**config.mk**
```make
export PLATFORM = sky130hd
export DESIGN_NAME = irq_vector_ctrl
export DESIGN_NICKNAME = d
export VERILOG_FILES = /design/src/rtl/irq_vector_ctrl_pkg.sv /design/src/rtl/irq_vc_sampler.sv /design/src/rtl/irq_vc_arbiter.sv /design/src/rtl/irq_vc_regs.sv /design/src/rtl/irq_vector_ctrl.sv
export SDC_FILE = /design/constraint.sdc
export NUM_CORES = 1
export LEC_CHECK = 0
export ABC_AREA = 1
export BUFFER_PORTS_ARGS = -buffer_cell sky130_fd_sc_hd__buf_2
export CAP_MARGIN = 20
export CORE_MARGIN = 2
export CORE_UTILIZATION = 60
export CTS_CLUSTER_DIAMETER = 80
export DETAILED_ROUTE_END_ITERATION = 8
export GPL_ROUTABILITY_DRIVEN = 0
export PLACE_DENSITY = 0.81
export SYNTH_ARGS = -nofsm -noshare
export SYNTH_HDL_FRONTEND = slang
export SYNTH_HIERARCHICAL = 1
export SYNTH_SLANG_ARGS = --single-unit
```
**constraint.sdc**
```tcl
create_clock -name clk -period 5.1 [get_ports clk]
set_input_delay 0.51 -clock clk [delete_from_list [all_inputs] [get_ports clk]]
set_output_delay 0.51 -clock clk [all_outputs]
set_load 0.02 [all_outputs]
```
**src/rtl/irq_vector_ctrl_pkg.sv**
```systemverilog
package irq_vector_ctrl_pkg;
  typedef enum logic [2:0] {
    REG_CFG  = 3'd0,
    REG_PEND = 3'd1,
    REG_MASK = 3'd2,
    REG_ISR  = 3'd3,
    REG_VEC  = 3'd4
  } reg_sel_e;

  localparam int CFG_EN_BIT  = 0;
  localparam int CFG_LVL_LSB = 1;
  localparam int CFG_LVL_W   = 3;
  localparam int CFG_GRP_LSB = 4;
  localparam int CFG_TOP_LSB = 13;
  localparam int VEC_MSB     = 15;
endpackage

```
**src/rtl/irq_vc_sampler.sv**
```systemverilog
module irq_vc_sampler #(
  parameter int N = 32
) (
  input  logic         clk,
  input  logic         rst,
  input  logic [N-1:0] src_req_i,
  output logic [N-1:0] pend_o
);
  always_ff @(posedge clk) begin
    if (rst) pend_o <= '0;
    else     pend_o <= src_req_i;
  end
endmodule

```
**src/rtl/irq_vc_arbiter.sv**
```systemverilog
module irq_vc_arbiter #(
  parameter int N        = 32,
  parameter int VEC_W    = 5,
  parameter int GRP_BASE = 4,
  parameter int GRP_N    = 4,
  parameter int GW       = 2,
  parameter int ERR_VEC  = 0
) (
  input  logic [N-1:0]        act_i,
  input  logic [N-1:0]        isr_i,
  input  logic [VEC_W-1:0]    top_i,
  input  logic [GRP_N*GW-1:0] grp_i,
  output logic                found_o,
  output logic [VEC_W-1:0]    win_o
);
  localparam int ORD_N = N + 1;

  logic [VEC_W-1:0] slot_src [N];
  logic [VEC_W-1:0] ord_id   [ORD_N];
  logic [ORD_N-1:0] ord_req;
  logic [ORD_N-1:0] ord_isr;
  logic             blocked;

  for (genvar s = 0; s < N; s++) begin : g_slot
    if (s >= GRP_BASE && s < GRP_BASE + GRP_N) begin : g_grp
      localparam int G = s - GRP_BASE;
      assign slot_src[s] = VEC_W'(GRP_BASE + (G ^ int'(grp_i[G*GW +: GW])));
    end else begin : g_fix
      assign slot_src[s] = VEC_W'(s);
    end
  end

  assign ord_id[0]  = top_i;
  assign ord_req[0] = act_i[top_i];
  assign ord_isr[0] = isr_i[top_i];

  for (genvar s = 0; s < N; s++) begin : g_ord
    assign ord_id[s+1]  = slot_src[s];
    assign ord_req[s+1] = act_i[slot_src[s]] && (slot_src[s] != top_i);
    assign ord_isr[s+1] = isr_i[slot_src[s]] && (slot_src[s] != top_i);
  end

  always_comb begin
    blocked = 1'b0;
    found_o = 1'b0;
    win_o   = VEC_W'(ERR_VEC);
    for (int k = 0; k < ORD_N; k++) begin
      blocked = blocked | ord_isr[k];
      if (!found_o && !blocked && ord_req[k]) begin
        found_o = 1'b1;
        win_o   = ord_id[k];
      end
    end
  end
endmodule

```
**src/rtl/irq_vc_regs.sv**
```systemverilog
module irq_vc_regs
  import irq_vector_ctrl_pkg::*;
#(
  parameter int N       = 32,
  parameter int VEC_W   = 5,
  parameter int GRP_W   = 8,
  parameter int ERR_VEC = 0
) (
  input  logic                 clk,
  input  logic                 rst,
  input  logic                 wr_i,
  input  logic                 rd_i,
  input  logic [2:0]           addr_i,
  input  logic [31:0]          wdata_i,
  input  logic [N-1:0]         pend_i,
  input  logic                 found_i,
  input  logic [VEC_W-1:0]     win_i,
  output logic                 en_o,
  output logic [CFG_LVL_W-1:0] lvl_o,
  output logic [VEC_W-1:0]     top_o,
  output logic [GRP_W-1:0]     grp_o,
  output logic [N-1:0]         mask_o,
  output logic [N-1:0]         isr_o,
  output logic [VEC_W-1:0]     vec_o,
  output logic [31:0]          rdata_o
);
  logic [31:0] cfg_q;

  assign en_o  = cfg_q[CFG_EN_BIT];
  assign lvl_o = cfg_q[CFG_LVL_LSB +: CFG_LVL_W];
  assign top_o = cfg_q[CFG_TOP_LSB +: VEC_W];
  assign grp_o = cfg_q[CFG_GRP_LSB +: GRP_W];

  always_ff @(posedge clk) begin
    if (rst) begin
      cfg_q   <= '0;
      mask_o  <= '0;
      isr_o   <= '0;
      vec_o   <= '0;
      rdata_o <= '0;
    end else begin
      if (wr_i) begin
        case (reg_sel_e'(addr_i))
          REG_CFG:  cfg_q  <= wdata_i;
          REG_MASK: mask_o <= wdata_i[N-1:0];
          REG_ISR:  isr_o  <= isr_o & ~wdata_i[N-1:0];
          REG_VEC: begin
            if (wdata_i[0]) begin
              vec_o <= found_i ? win_i : VEC_W'(ERR_VEC);
              if (found_i) isr_o[win_i] <= 1'b1;
            end
          end
          default: ;
        endcase
      end
      if (rd_i) begin
        case (reg_sel_e'(addr_i))
          REG_CFG:  rdata_o <= cfg_q;
          REG_PEND: rdata_o <= 32'(pend_i);
          REG_MASK: rdata_o <= 32'(mask_o);
          REG_ISR:  rdata_o <= 32'(isr_o);
          REG_VEC:  rdata_o <= 32'(vec_o) << (VEC_MSB + 1 - VEC_W);
          default:  rdata_o <= '0;
        endcase
      end
    end
  end
endmodule

```
**src/rtl/irq_vector_ctrl.sv**
```systemverilog
module irq_vector_ctrl
  import irq_vector_ctrl_pkg::*;
#(
  parameter int N        = 32,
  parameter int GRP_BASE = 4,
  parameter int GRP_N    = 4,
  parameter int ERR_VEC  = 0
) (
  input  logic                 clk,
  input  logic                 rst,
  input  logic [N-1:0]         src_req_i,
  input  logic                 bus_wr_i,
  input  logic                 bus_rd_i,
  input  logic [2:0]           bus_addr_i,
  input  logic [31:0]          bus_wdata_i,
  output logic [31:0]          bus_rdata_o,
  output logic                 irq_o,
  output logic [CFG_LVL_W-1:0] irq_level_o
);
  localparam int VEC_W = $clog2(N);
  localparam int GW    = (GRP_N > 1) ? $clog2(GRP_N) : 1;
  localparam int GRP_W = GRP_N * GW;
  localparam logic [N-1:0] SRC_OK = ~(N'(1) << ERR_VEC);

  logic [N-1:0]     pend_q, mask_q, isr_q, act;
  logic             cfg_en, arb_found;
  logic [VEC_W-1:0] cfg_top, arb_win, vec_q;
  logic [GRP_W-1:0] cfg_grp;

  irq_vc_sampler #(.N(N)) u_sampler (
    .clk(clk), .rst(rst), .src_req_i(src_req_i), .pend_o(pend_q)
  );

  assign act = pend_q & mask_q & SRC_OK;

  irq_vc_arbiter #(
    .N(N), .VEC_W(VEC_W), .GRP_BASE(GRP_BASE), .GRP_N(GRP_N),
    .GW(GW), .ERR_VEC(ERR_VEC)
  ) u_arb (
    .act_i(act), .isr_i(isr_q), .top_i(cfg_top), .grp_i(cfg_grp),
    .found_o(arb_found), .win_o(arb_win)
  );

  irq_vc_regs #(
    .N(N), .VEC_W(VEC_W), .GRP_W(GRP_W), .ERR_VEC(ERR_VEC)
  ) u_regs (
    .clk(clk), .rst(rst), .wr_i(bus_wr_i), .rd_i(bus_rd_i),
    .addr_i(bus_addr_i), .wdata_i(bus_wdata_i), .pend_i(pend_q),
    .found_i(arb_found), .win_i(arb_win), .en_o(cfg_en),
    .lvl_o(irq_level_o), .top_o(cfg_top), .grp_o(cfg_grp),
    .mask_o(mask_q), .isr_o(isr_q), .vec_o(vec_q), .rdata_o(bus_rdata_o)
  );

  always_ff @(posedge clk) begin
    if (rst) irq_o <= 1'b0;
    else     irq_o <= cfg_en && arb_found;
  end
endmodule

```
== After elaboration in Yosys (flattened, before gate mapping) ==
Cells that the tools add are included.

* Register bits: 166
* Bits in latches: 0
* Memory bits (writable): 0
* Memory bits (read-only): 0
* Output and inout port bits: 36
* Memories: 0

* $add $sub $neg: 4
* $mul: 0
* Div/mod/pow operators: 0
* Order comparisons: 7
* Eq/ne operators: 37
* Shifts and indexed selects: 0
* Multiplexer cells: 91
* Bitwise operators: 39
* Reduce and logical (&&, ||, !) cells: 198

{| class="wikitable"
|+ Operators with widths
! cell !! count
|-
| 5-bit 2-to-1 mux || 33
|-
| 32-bit one-hot mux with 5 select lines || 1
|-
| 1-bit logical AND || 128
|-
| 5-bit != test (first input constant) || 16
|-
| 32-bit AND || 2
|-
| 32-bit 2-to-1 mux || 2
|-
| 32-bit one-hot mux with 2 select lines || 1
|-
| 1-bit zero test || 63
|-
| 1-bit binary-select mux with 5-bit select || 10
|-
| 1-bit 2-to-1 mux || 43
|-
| 4-bit by 5-bit != test with 1-bit output (first input constant) || 8
|-
| 5-bit by 6-bit less-than comparator with 1-bit output (second input constant) || 6
|-
| 32-bit inverter || 1
|-
| 1-bit bitwise OR || 32
|-
| 32-bit bitwise OR || 1
|-
| 5-bit != test || 4
|-
| 3-bit by 2-bit adder with 4-bit output (first input constant) || 4
|-
| 2-bit by 5-bit != test with 1-bit output (first input constant) || 2
|-
| 3-bit by 2-bit equality test with 1-bit output (second input constant) || 2
|-
| 1-bit demux with 5-bit select || 1
|-
| 5-bit by 1-bit greater-or-equal comparator with 1-bit output (second input constant) || 1
|-
| 1-bit by 5-bit != test with 1-bit output (first input constant) || 1
|-
| 5-bit nonzero test || 1
|-
| 2-bit != test (second input constant) || 2
|-
| 9 further kinds || 11
|}

== Logic depth before layout (Yosys ltp) ==
* Depth in word-level cells: 137
* Mapped depth: 44

== Cells and area by module ==
The synthesis kept the hierarchy.

{| class="wikitable"
|+ By module, submodules not included
! module !! times used !! cells an instance !! area an instance (um2)
|-
| irq_vc_regs || 1 || 1088 || 6822.8
|-
| irq_vc_arbiter || 1 || 564 || 2687.6
|-
| irq_vc_sampler || 1 || 99 || 914.6
|-
| irq_vector_ctrl || 1 || 66 || 266.5
|}

== Worst setup path before layout ==
OpenSTA, ideal clock, no wires.

* Kind: register to register
* Start point: register u_regs.cfg_q[14]
* End point: register u_regs.isr_o[1]
* Setup time: 0.132 ns
* Data arrival time: 4.470 ns
* Slack: 0.498 ns
* Stages on the path, launching flop included: 44
* Path buffers: 5
* Path through: dfxtp_1 -> buf_4 -> clkbuf_8 -> nor2_1 -> buf_4 -> nand2_1 -> nand2_1 -> nor2_1 -> nor2_1 -> nor2_1 -> nand2_1 -> nand2_2 -> nand3_2 -> nand2_2 -> nor2_2 -> nand3_2 -> nor2_2 -> nand3_2 -> [... 8 more ...] -> nor2_4 -> nand3_2 -> nor2_2 -> nand4_2 -> nor2_4 -> nand3_1 -> nor2_2 -> nand3_2 -> nand3_1 -> clkbuf_1 -> inv_1 -> buf_2 -> nand3_1 -> nand2_1 -> nand2_1 -> nand2_1 -> nand2_1 -> a21oi_1

* Longest elaborated chain between the ends: 137
* Elaborated cells on any way between the ends: 332

{| class="wikitable"
|+ RTL lines
! what !! line !! text
|-
| start: declaration || irq_vc_regs.sv:27 || <nowiki>logic [31:0] cfg_q;</nowiki>
|-
| start signal: assignment || irq_vc_regs.sv:44 || <nowiki>REG_CFG: cfg_q <= wdata_i;</nowiki>
|-
| 1-bit binary-select mux with 5-bit select || irq_vc_arbiter.sv:35 || <nowiki>assign ord_isr[0] = isr_i[top_i];</nowiki>
|-
| 1-bit 2-to-1 mux (implied by the code) || irq_vc_arbiter.sv:35 ||
|-
| 1-bit zero test || irq_vc_arbiter.sv:49 || <nowiki>if (!found_o && !blocked && ord_req[k]) begin</nowiki>
|-
| 1-bit logical AND || irq_vc_arbiter.sv:49 ||
|-
| 1-bit 2-to-1 mux || irq_vc_arbiter.sv:49 ||
|-
| 1-bit zero test || n/a ||
|-
| 1-bit logical AND (2 in a row) || irq_vc_arbiter.sv:49 ||
|-
| 1-bit 2-to-1 mux || irq_vc_arbiter.sv:49 ||
|-
| [... 120 more ...] || n/a ||
|-
| named net arb_win[2] || irq_vector_ctrl.sv:27 || <nowiki>logic [VEC_W-1:0] cfg_top, arb_win, vec_q;</nowiki>
|-
| 5-bit by 6-bit less-than comparator with 1-bit output (implied by the code) or 5-bit by 1-bit greater-or-equal comparator with 1-bit output (tied branches) || irq_vc_regs.sv:50 || <nowiki>if (found_i) isr_o[win_i] <= 1'b1;</nowiki>
|-
| 1-bit logical AND (implied by the code) || irq_vc_regs.sv:50 ||
|-
| 1-bit 2-to-1 mux (implied by the code) || irq_vc_regs.sv:50 ||
|-
| 1-bit demux with 5-bit select (*) || n/a ||
|-
| 32-bit bitwise OR (no source line) (*) || n/a ||
|-
| 32-bit 2-to-1 mux (*) || irq_vc_regs.sv:50 ||
|-
| 32-bit 2-to-1 mux (*) || irq_vc_regs.sv:48 || <nowiki>if (wdata_i[0]) begin</nowiki>
|-
| 32-bit one-hot mux with 2 select lines (*) || irq_vc_regs.sv:43 || <nowiki>case (reg_sel_e'(addr_i))</nowiki>
|-
| end signal: assignment || irq_vc_regs.sv:46 || <nowiki>REG_ISR: isr_o <= isr_o & ~wdata_i[N-1:0];</nowiki>
|-
| end: declaration || irq_vc_regs.sv:23 || <nowiki>output logic [N-1:0] isr_o,</nowiki>
|}

Mark *: on every way through the listed nets, which the timed path passes. The rest lies on a longest branch. The select of a mux whose other input is x is not followed.
A chain may end at the register's enable or synchronous reset.

== Worst setup path after layout ==
* Start point: register u_regs.cfg_q[15]
* End point: register u_regs.isr_o[0]

The elaborated chain is that of the path after synthesis.

==> impl_metrics.yaml <==
run_status:
  status: "finished, violations left"
  violations: "design-rule violations, negative setup slack"
power_and_ir_drop:
  intPower_mw: 2.337
  total_power_mw: 3.272
  p_sw_mw: 0.9356
  vdd_drop_max_mv: 0.2380
  seq_power_share_pct: 41.1
  p_comb_share_pct: 15.2
  switching_share_pct: 28.59
  leakage_nw: 5.978
  p_per_area_nw_per_um2: 256.3
  clock_power_share_pct: 43.8
setup_path:
  arrival_ps: 6000
  path_class: "register to register"
  crit_path_end_kind: "register"
  startpoint_type: "register"
  slowest_stage: "dfxtp_1"
  critical_path.max_stage_delay_ps: 400
  worstPathMaxFanout: 9
  cpMostUsedCell: "nor2_2"
  r2r-start: "u_regs/cfg_q[15]"
  critPathRequiredTime_ps: 5450
  setup.worst_path.start: "u_regs/cfg_q[15]"
clock_tree:
  root_buffer: "clkbuf_16"
  htree_levels: 4
  clock-sinks: 166
  clock_path_buffers: 2
  clk_latency_ps: 440
  clk_pin_slew_ps: 70
  numCtsBuffers: 17
  tritoncts: "done"
synthesis:
  ys_types: 48
  async_flop_share_pct: 0
  synthesis.area_um2: 10690
  ys_seq_elements: 166
  yosysWarnings: 6
  synth-simple-area-share_pct: 40.94
  ys_seq_area_share_pct: 31.08
  synth_cells: 1817
  synth-edff-count: 0
  synth_top_family_by_area: "simple AND/OR/NAND/NOR gates"
  synthMuxAreaShare_pct: 0
  synth_ff_type: "dfxtp_1"
  synth.avg_cell_area_um2: 5.884
  synth_compound_area_share_pct: 13.50
  synthXorXnorAreaFrac_pct: 0.5734
  synth-adder-area-share_pct: 0
sta:
  slew_viol_final: 0
  setup_viol: 32
  fmax_mhz: 177.0
  setup_tns_ps: -10500
  fin_crit_ps: 5650
  rsz0062_at_grt: "yes"
  hold_viol: 0
  slew_headroom_pct: 38.75
  fin_ws_ps: -550.3
  worst_pin_slew_ps: 918.8
  min_period_over_period_pct: 110.8
  fin_worst_skew_ps: 10.45
layout:
  antenna_cells: 0
  area_growth_pct: 19.43
  drive_above_1_share_pct: 18.56
  regArea_um2: 3329
  multi_input_area_um2: 6361
  final_common_cell: "nand2_1"
  layout.nets: 1992
  fillCellCount: 1352
  final_cell_mix: "nand2_1 (609), inv_1 (221), nor2_1 (177), a21oi_1 (164), dfxtp_1 (163)"
global_routing:
  grt_pass1_wl_mm: 53.36
  grt-ovfl-total: 0
  grt.busiest_layer: "met2"
  gr-usage-all-layers_pct: 35.92
  use_met1_pct: 48.01
  grt_pass1_vias: 10760
  antenna_found_initial: 1
  grt_max_degree: 65
  use_met3_pct: 8.572
  grtUsageMet2_pct: 54.45
routing:
  viasPerCell: 5.925
  drt-pass1-iter-count: 9
  drt_wl_total_mm: 37.74
  first_iter_violations: 2066
  ant_nets: 0
  vias: 12790
  routedWlPerCell_um: 17.48
  remaining_drc_errors: 10
die:
  die_y_um: 137.5
  initial_core_util_pct: 61.60
  io_pins: 107
  core_um2: 17360
  rows: 48
  die_x_um: 137.5
  die_area_um2: 18900
placement:
  io_buffers: 106
  hpwl_mm: 24.03
flow_run:
  drv_cap: 0
hold_path:
  hp-class: "input pin to register"
  min-delay-start: "src_req_i[20]"
## kinds of logic (layout without fill, tap and decap cells)
family,after synthesis,count (layout)
AND/OR/NAND/NOR,1038,1038
buffers and inverters,331,447
AO/OA/AOI/OAI,274,274
flip-flops,166,166
XOR/XNOR,7,7
other,1,2
## cell usage after synthesis, types with 2 or more instances
master	n	area, µm²
a21oi_1	182	910.9
buf_6	12	135.1
nor3_1	12	60.06
a31oi_1	3	18.77
nor2_4	8	90.09
buf_4	30	225.2
nand3b_1	4	30.03
xor2_1	5	43.79
buf_2	12	60.06
clkbuf_1	36	135.1
buf_1	2	7.510
dfxtp_1	166	3323
o221ai_1	2	17.52
a211oi_1	5	37.54
nor2_2	17	106.4
nand2_1	638	2395
o211ai_1	2	15.01
o22ai_1	2	12.51
nor4_1	3	18.77
xnor2_1	2	17.52
nand2_2	8	50.05
o21ai_1	3	15.01
nor2_1	192	720.7
nand4_2	3	37.54
o21ai_0	62	310.3
nand3_1	116	580.6
inv_2	7	26.28
nand3_2	9	90.09
nand4_1	24	150.1
a22oi_1	4	30.03
inv_1	229	859.6
## worst paths after layout
path / to / slack [ps] / depth (start not counted)
max reg2reg: u_regs/isr_o[0] / -550 / 31
min reg2reg: u_regs/rdata_o[17] / 460 / 2
min: u_sampler/pend_o[20] / 270 / 3
max: u_regs/isr_o[0] / -550 / 31
## sequential cells by signal, indices dropped and copies added (netlist names)
name	flops
irq_o	1
u_regs/cfg_q	32
u_regs/isr_o	32
u_regs/mask_o	32
u_regs/rdata_o	32
u_regs/vec_o	5
u_sampler/pend_o	32
## cell type report
cell class	instances	share of cell area, %
multi-input cells	1321	49.82
flip-flops and latches	166	26.08
repair buffers	178	9.750
inverters	237	7.065
clock buffers	19	3.469
well taps	225	2.205
clock inverters	13	1.617
## metrics by stage
stage	cells	hold WS, ps	util, %	setup WS (ps)	instance area, µm²
3_3_place_gp	2102	448.6	65.04	-120.9	11290
3_5_place_dp	2102	452.7	65.04	-320.3	11290
6_report	2159	267.8	73.57	-550.3	12770
5_1_grt	2159	256.2	73.57	-806.8	12770
2_1_floorplan	1818	441.0	-	498.1	10700
4_1_cts	2135	264.1	69.00	-26.44	11980
## critical path, delay by kind of cell, from the launching register on
kind | cells | cell delay, ps
and+or+nand+nor | 27 | 4470
AOI/OAI and AO/OA | 2 | 430
buffers and inverters | 2 | 250
DFF | 1 | 400
## what timing repair did
action                     CTS  global route
hold buffers                 0             0
pin swaps                    2            47
gates resized for setup     10           141
hold endpoints to repair     0             0
cloned                       0             4
setup endpoints to repair   36            37
setup buffers                1            19
## layer usage
metal / wire (µm) / up-vias
li1: - / 5896
met1: 14610 / 5629
met2: 16060 / 1031
met3: 4710 / 234
met4: 2347 / 2
met5: 14 / -
## power by group through the flow
stage	Sequential [mW]	Clock, mW	Combinational (mW)
floorplan	1.37	0	0.252
global route	1.35	1.50	0.518
CTS	1.34	1.44	0.375
global placement	1.37	0	0.364
detailed placement	1.37	0	0.369
finish	1.34	1.43	0.496
No activity file was read; power rests on OpenSTA's default activity.
